[src/rtl/mult8_pkg.sv]
package mult8_pkg;
  localparam int unsigned OP_W   = 8;
  localparam int unsigned PR_W   = 2 * OP_W;
  localparam int unsigned MODE_W = 3;

  // mode[1:0] signedness field
  localparam logic [1:0] SG_UU = 2'b00;
  localparam logic [1:0] SG_SS = 2'b01;
  localparam logic [1:0] SG_SU = 2'b10;

  function automatic logic first_is_signed(input logic [1:0] sg);
    return (sg == SG_SS) || (sg == SG_SU);
  endfunction

  function automatic logic second_is_signed(input logic [1:0] sg);
    return (sg == SG_SS);
  endfunction

  // Widen an operand by one bit, sign or zero filling
  function automatic logic signed [OP_W:0] widen(input logic [OP_W-1:0] v,
                                                 input logic is_signed);
    return {is_signed & v[OP_W-1], v};
  endfunction

  // Product modulo 2^PR_W of two widened operands
  function automatic logic [PR_W-1:0] raw_product(input logic signed [OP_W:0] a,
                                                  input logic signed [OP_W:0] b);
    logic signed [PR_W-1:0] pa;
    logic signed [PR_W-1:0] pb;
    pa = PR_W'(a);
    pb = PR_W'(b);
    return $unsigned(pa * pb);
  endfunction

  function automatic logic [PR_W-1:0] frac_adjust(input logic [PR_W-1:0] p,
                                                  input logic frac);
    return frac ? {p[PR_W-2:0], 1'b0} : p;
  endfunction
endpackage

[src/rtl/mult8_ctrl.sv]
module mult8_ctrl (
  input  logic clk,
  input  logic rst_n,
  input  logic start,
  output logic accept,
  output logic busy,
  output logic done
);
  logic busy_q;
  logic done_q;

  assign accept = start & ~busy_q;

  always_ff @(posedge clk or negedge rst_n) begin
    if (!rst_n) begin
      busy_q <= 1'b0;
      done_q <= 1'b0;
    end else begin
      busy_q <= accept;
      done_q <= busy_q;
    end
  end

  assign busy = busy_q;
  assign done = done_q;
endmodule

[src/rtl/mult8_opnd.sv]
module mult8_opnd
  import mult8_pkg::*;
#(
  parameter int unsigned W  = OP_W,
  parameter int unsigned MW = MODE_W
) (
  input  logic                clk,
  input  logic                rst_n,
  input  logic                load,
  input  logic [MW-1:0]       mode,
  input  logic [W-1:0]        opa,
  input  logic [W-1:0]        opb,
  output logic signed [W:0]   a_wide,
  output logic signed [W:0]   b_wide,
  output logic                frac
);
  always_ff @(posedge clk or negedge rst_n) begin
    if (!rst_n) begin
      a_wide <= '0;
      b_wide <= '0;
      frac   <= 1'b0;
    end else if (load) begin
      a_wide <= widen(opa, first_is_signed(mode[1:0]));
      b_wide <= widen(opb, second_is_signed(mode[1:0]));
      frac   <= mode[MW-1];
    end
  end
endmodule

[src/rtl/mult8_core.sv]
module mult8_core
  import mult8_pkg::*;
#(
  parameter int unsigned W = OP_W,
  localparam int unsigned PW = 2 * W
) (
  input  logic              clk,
  input  logic              rst_n,
  input  logic              fire,
  input  logic signed [W:0] a_wide,
  input  logic signed [W:0] b_wide,
  input  logic              frac,
  output logic [PW-1:0]     result,
  output logic              z,
  output logic              c
);
  logic [PW-1:0] prod;
  logic [PW-1:0] final_v;

  assign prod    = raw_product(a_wide, b_wide);
  assign final_v = frac_adjust(prod, frac);

  always_ff @(posedge clk or negedge rst_n) begin
    if (!rst_n) begin
      result <= '0;
      z      <= 1'b0;
      c      <= 1'b0;
    end else if (fire) begin
      result <= final_v;
      z      <= (final_v == '0);
      c      <= prod[PW-1];
    end
  end
endmodule

[src/rtl/mult8_multimode.sv]
module mult8_multimode
  import mult8_pkg::*;
(
  input  logic              clk,
  input  logic              rst_n,
  input  logic              start,
  input  logic [MODE_W-1:0] mode,
  input  logic [OP_W-1:0]   opa,
  input  logic [OP_W-1:0]   opb,
  output logic [OP_W-1:0]   res_lo,
  output logic [OP_W-1:0]   res_hi,
  output logic              flag_z,
  output logic              flag_c,
  output logic              busy,
  output logic              done
);
  logic                   accept;
  logic signed [OP_W:0]   a_wide;
  logic signed [OP_W:0]   b_wide;
  logic                   frac_q;
  logic [PR_W-1:0]        result;

  mult8_ctrl u_ctrl (
    .clk(clk), .rst_n(rst_n), .start(start),
    .accept(accept), .busy(busy), .done(done)
  );

  mult8_opnd #(.W(OP_W), .MW(MODE_W)) u_opnd (
    .clk(clk), .rst_n(rst_n), .load(accept), .mode(mode),
    .opa(opa), .opb(opb), .a_wide(a_wide), .b_wide(b_wide), .frac(frac_q)
  );

  mult8_core #(.W(OP_W)) u_core (
    .clk(clk), .rst_n(rst_n), .fire(busy),
    .a_wide(a_wide), .b_wide(b_wide), .frac(frac_q),
    .result(result), .z(flag_z), .c(flag_c)
  );

  assign res_lo = result[OP_W-1:0];
  assign res_hi = result[PR_W-1:OP_W];
endmodule

[config.mk]
export PLATFORM = sky130hd
export DESIGN_NAME = mult8_multimode
export DESIGN_NICKNAME = d
export VERILOG_FILES = /design/src/rtl/mult8_pkg.sv /design/src/rtl/mult8_ctrl.sv /design/src/rtl/mult8_opnd.sv /design/src/rtl/mult8_core.sv /design/src/rtl/mult8_multimode.sv
export SDC_FILE = /design/constraint.sdc
export NUM_CORES = 1
export LEC_CHECK = 0
export ABC_AREA = 1
export BUFFER_PORTS_ARGS = -buffer_cell sky130_fd_sc_hd__buf_2
export CORE_AREA = 2 2 118 97
export DETAILED_ROUTE_END_ITERATION = 10
export DIE_AREA = 0 0 120 99
export SYNTH_ARGS = -nofsm -noshare
export SYNTH_HDL_FRONTEND = slang
export SYNTH_SLANG_ARGS = --single-unit
[constraint.sdc]
create_clock -name clk -period 11 [get_ports clk]
set_input_delay 2.2 -clock clk [delete_from_list [all_inputs] [get_ports clk]]
set_output_delay 2.2 -clock clk [all_outputs]
set_load 0.05 [all_outputs]
[Word-level counts from Yosys, hierarchy flattened]
Cells that the tools add are included.
Word-level totals
  input bits: 22
  RAM bits: 0
  bits in read-only memories: 0
  latch bits: 0
  memories kept: 0
  bits in registers: 39
  logic and storage cells: 18
Operators by class
  mux-type cells: 1
  $lt $le $gt $ge: 0
  reduce and logical (&&, ||, !) cells: 2
  shifts and indexed selects: 0
  eq/ne operators: 2
  div/mod/pow operators: 0
  bitwise operators: 4
  multipliers: 1
  add/subtract/negate cells: 0
Operators with widths (count)
  $logic_not A16 Y1: 1
  $mul A9 B9 Y16: 1
  $mux W16: 1
  $and A1 B1 Y1: 3
  $eq A2 B1 Y1 const B: 1
  $eq A2 B2 Y1 const B: 1
  $logic_or A1 B1 Y1: 1
  $not A1 Y1: 1

[Longest topological paths before layout]
  word-level depth: 3
  gate-level depth with buffers: 26
  depth with buffers taken out: 24

[Cells and area by module]
From an unflattened synthesis, not the netlist that was laid out.
Unflattened totals
  cell total of the unflattened synthesis: 634
  area total of the unflattened synthesis: 4769.6 µm²
Modules (own cells, without submodules)
  mult8_core: times used 1, cells each 547, area each 3948.8 µm²
  mult8_opnd: times used 1, cells each 83, area each 760.7 µm²
  mult8_ctrl: times used 1, cells each 4, area each 60.1 µm²

[Worst setup path before layout]
OpenSTA, ideal clock, no wires.
  path kind: reg2reg
  start: register u_opnd.b_wide[3]
  end: register u_core.z
  library setup time: 0.118 ns
  path slack: 6.434 ns
  cell stages (with the launch flop): 20
  path buffers: 1
  arrival time: 4.448 ns
  cells stage by stage: dfrtp_1 > clkbuf_1 > nand2_1 > fa_1 > fa_1 > inv_1 > fa_1 > fa_1 > fa_1 > ha_1 > a21oi_1 > o21ai_0 > nand2_1 > nand2_1 > nor2_1 > nand3_1 > nand3_1 > nand2_1 > nand2_1 > nand2_1
Between the ends
  cells in the longest elaborated chain, start to end: 3
RTL lines
  start, declared: RTL line mult8_opnd.sv:14  | output logic signed [W:0] b_wide,
  start signal, assigned: RTL line mult8_opnd.sv:24  | b_wide <= widen(opb, second_is_signed(mode[1:0]));
  $mul A9 B9 Y16: RTL line mult8_pkg.sv:32  | return $unsigned(pa * pb);
  $mux W16: RTL line mult8_pkg.sv:37  | return frac ? {p[PR_W-2:0], 1'b0} : p;
  $logic_not A16 Y1: RTL line mult8_core.sv:30  | z <= (final_v == '0);
  end signal, assigned: RTL line mult8_core.sv:30
  end, declared: RTL line mult8_core.sv:14  | output logic z,
Every way passes these cells.
A chain may end at the register's enable or synchronous reset.

[Final worst setup path]
  start: register u_opnd.b_wide[8]
  end: register u_core.z
Same word-level chain as after synthesis.

==> results.txt <==
The worst setup path is captured at a flop. The delay contributed by the slowest stage of the critical path is 0.57 ns. The synthesized area came out at 0.00468 mm².

The number of flops mapped to enable cells by yosys came out at 0. The number of antenna violations at the first check in global routing is 0. The number of detailed-route iterations in the first pass came out at 4. Net switching is 54.0% of the power. Once layout is complete, the utilization of the core stands at 47.9%. The number of nets handed over by synthesis was 745. In the post-synthesis netlist, the cell with the most instances is sky130_fd_sc_hd__nand2_1.

Among all stages on the critical path, the largest delay is contributed by sky130_fd_sc_hd__fa_1. The measured slew at the worst slew-check pin is 0.927 ns. The source-to-sink clock delay at the later pin of the worst-skew pair came out at 0.30 ns. The boundary pin count is 42. By count the netlist is led by 220 x sky130_fd_sc_hd__nand2_1, 133 x sky130_fd_sc_hd__inv_1, 63 x sky130_fd_sc_hd__fa_1, 39 x sky130_fd_sc_hd__dfrtp_1. The cell-internal power came out at 648 µW. The distinct cell type count of the synthesized netlist came out at 27. Adding up every negative setup slack in the final design gives 0 ns. The required time at the endpoint of the critical path is 11.23 ns. The combined buffer and inverter count along the critical path came out at 2. Tracing the worst setup path back leads to its startpoint at u_opnd.b_wide[8].

The cell family contributing the most delay on the critical path is adder cells. The ratio of cells with drive above 1 in the final layout came out at 8.47%. The worst hold-check path type is flop to flop.

The effective utilization at floorplan came out at 43.8%. The most frequent cell on the critical path is sky130_fd_sc_hd__nand2_1. The die area is 0.0119 mm².

Once detail routing completed, the nets flagged for antenna violations numbered 0. The clock root buffer master is sky130_fd_sc_hd__clkbuf_16. Dividing the final minimum period by the clock period gives 44.7%.

The final hold violation count is 0. Row generation in the floorplan step produced 34 rows. The number of port buffers came out at 41. Post-CTS timing repair inserted 0 buffers for setup. The critical path arrival is 5.15 ns. The average routed wire per standard cell came out at 13.2 µm. Headroom to the max-slew limit came out at 38.2%. The wire-length estimate of the detail-placed layout is 8.66 mm. Across all layers, the routed design uses 3783 vias. The number of maximum-capacitance constraint violations came out at 0.

During synthesis, Yosys emitted a total of 0 warnings. Before CTS, the worst setup slack after placement is 6.12 ns. The post-cts hold buffer count is 0. The number of sinks driven by the clock tree came out at 39. The static leakage power is 3.08 nW. In this run the most critical hold path is launched from u_core.result[6]. After clock tree synthesis, the clock-pin slew on the worst setup and hold paths is 0.06 ns. The total inserted antenna cells came out at 0. The type of the setup path with the least slack is flop to flop. Between clock sinks in the finished design, the worst skew comes to 0.00619 ns. The max-slew violation count was 0. The clock passes through at most 2 buffers.

Sorting the synthesized cells by area gives the leading types as sky130_fd_sc_hd__fa_1 27%, sky130_fd_sc_hd__dfrtp_1 21%, sky130_fd_sc_hd__nand2_1 18%. The overall routing resource usage came out at 20.0%. The shortest period the worst path allows came out at 4.91 ns. The number of synthesized register bits came out at 39. The maximum level of the CTS H-tree is 2. The maximum vdd drop is 0.0939 mV.

The number of cells produced by synthesis is 626. Setup repair after global routing left no endpoint under its margin. The share of the synthesized area in the top cell type is 26.9%.

In this run the critical register-to-register path is launched from u_opnd.b_wide[8]. TritonCTS built the clock tree. The share of flip-flops with an asynchronous set or reset came out at 100%.

The average instance area after synthesis came out at 7.48 µm². The final layout net count is 767. The register share of total power is 15.8%. The number of global-route vias before repair is 3955. The first-pass GRT wire length is 18.9 mm.

The iteration-0 DRC count of the detailed router came out at 335. The synthesized design spends more area on one cell type than any other, namely sky130_fd_sc_hd__fa_1. The congestion estimate from routability-driven global placement came to 0.948. Clock tree synthesis inserted a total of 5 buffers. The largest net degree at the start of global routing came out at 40. The switching power of the nets is 760 µW. Walking the worst path, the cells encountered are inv_1 -> or2_2 -> fa_1 -> fa_1 -> inv_1 -> fa_1 -> fa_1 -> fa_1 -> ha_1 -> a21oi_1 -> nand2_1 -> nand2_1 -> nand3_1 -> nand3_1 -> nand2_1 -> nor2_1 -> nand2_1 -> nor2_2 -> nand2_1 -> nand2_1. The total length of routed wires is 10.5 mm. The floorplan step set the die height to 99 µm. The final hold slack is 0.471 ns. Setup violations remaining at the end of the flow were counted as 0. The count of instances resized after the clock tree is built came out at 0. The run finished with clean final reports. The layout overhead on the synthesized area came out at 9.38%. The achievable clock frequency is 203 MHz. The least setup slack across all paths after layout is 6.09 ns. The area of the core region is 0.0107 mm². The most used flip-flop cell after synthesis is sky130_fd_sc_hd__dfrtp_1. In this run the worst path has a maximum fanout of 9.

The final global-route overflow total is 0. The share of power burned in combinational logic is 71.5%. Of the total power, the clock network draws 12.7%. The width of the die came out at 120 µm.

The number of design rule violations left after detail routing came out at 0. After detailed routing, the number of vias per cell comes to 4.77. The post-synthesis sequential area ratio came out at 20.9%. The worst setup path is launched from a flop.

The power density relative to cell area is 275 mW/mm².
==> path summary, 6_finish.rpt <==
check / to / slack, ns / cells after the start
worst min register to register: u_core.result[6] / 0.47 / 2
worst max register to register: u_core.z / 6.09 / 20
min in group asynchronous: u_opnd.b_wide[8] / 2.02 / 1
worst max-delay path: u_core.z / 6.09 / 20
worst min-delay path: u_core.result[6] / 0.47 / 2
max in group asynchronous: u_opnd.frac / 8.38 / 1
==> metal layers <==
layer | part of all wire [%] | track usage, %
met5 | 0 | 0
met4 | 2.2 | 6.33
met3 | 5.3 | 4.05
met2 | 41 | 29.6
met1 | 51 | 29.6
==> cells in the final DEF (no fill, tap or decap) <==
cell type,Yosys,layout
sky130_fd_sc_hd__ha_1,34,34
sky130_fd_sc_hd__clkbuf_8,0,1
sky130_fd_sc_hd__or2_2,2,2
sky130_fd_sc_hd__nand4_1,2,2
sky130_fd_sc_hd__buf_4,2,1
sky130_fd_sc_hd__o21bai_1,2,2
sky130_fd_sc_hd__nand3_1,34,34
sky130_fd_sc_hd__nand2_1,220,220
sky130_fd_sc_hd__o21ai_1,2,2
sky130_fd_sc_hd__a31oi_1,4,4
sky130_fd_sc_hd__inv_1,133,133
sky130_fd_sc_hd__clkbuf_16,0,5
sky130_fd_sc_hd__xnor2_1,3,3
sky130_fd_sc_hd__nand2_2,1,1
sky130_fd_sc_hd__a21oi_1,6,6
sky130_fd_sc_hd__nor2_2,2,2
sky130_fd_sc_hd__fa_1,63,63
sky130_fd_sc_hd__nor3b_1,1,1
sky130_fd_sc_hd__bufinv_16,0,1
sky130_fd_sc_hd__nor2_1,27,27
sky130_fd_sc_hd__nand3b_1,2,2
sky130_fd_sc_hd__a21o_1,1,1
sky130_fd_sc_hd__dfrtp_1,39,39
sky130_fd_sc_hd__buf_2,6,41
sky130_fd_sc_hd__xor2_1,1,1
sky130_fd_sc_hd__inv_6,0,1
sky130_fd_sc_hd__or2_0,1,1
sky130_fd_sc_hd__o21ai_0,19,19
==> power groups by stage <==
| stage | registers, mW | logic (mW) | clock network [mW] |
|---|---|---|---|
| floorplan | 0.296 | 0.733 | 0 |
| global placement | 0.224 | 1.01 | 0 |
| detailed placement | 0.225 | 1.01 | 0 |
| CTS | 0.223 | 1.02 | 0.182 |
| global route | 0.230 | 1.18 | 0.189 |
| finish | 0.223 | 1.01 | 0.179 |
==> cells by family (layout without fill, tap and decap cells) <==
logic type | after synthesis | after routing | share of synthesized area, %
xor gates and xnor gates | 4 | 4 | 0.749
buffers and inverters | 160 | 183 | 13.5
DFF | 39 | 39 | 20.9
adders and majority gates | 97 | 97 | 36.0
AOI/OAI and AO/OA | 34 | 34 | 3.90
and+or+nand+nor | 292 | 292 | 25.0
==> metrics by stage <==
step,power [mW],instance area [µm²],cells
2_1_floorplan,1.03,4680,626
3_5_place_dp,1.24,4940,785
4_1_cts,1.42,5120,793
6_report,1.41,5120,793
3_3_place_gp,1.23,4940,785
5_1_grt,1.60,5120,793
==> tightest hold or removal path, cell delays in order, from the launching register on <==
cell and delay, ns:
sky130_fd_sc_hd__dfrtp_1 0.34, sky130_fd_sc_hd__nand2_1 0.05, sky130_fd_sc_hd__nand2_1 0.05
==> state kept, by name, summed over array words and instances (netlist names) <==
register / count
u_opnd.b_wide: 9
u_ctrl.done: 1
u_core.c: 1
u_opnd.a_wide: 9
u_ctrl.busy: 1
u_core.z: 1
u_opnd.frac: 1
u_core.result: 16
==> cell type report <==
cell class / count / area, µm²
clock buffer: 6 / 139
tap: 144 / 180
fill: 1098 / 5560
multi-input combinational: 427 / 3070
clock inverter: 2 / 38.8
timing repair buffer: 42 / 213
sequential: 39 / 976
inverter: 133 / 499
Note: power is estimated with default switching activity, not from simulation.
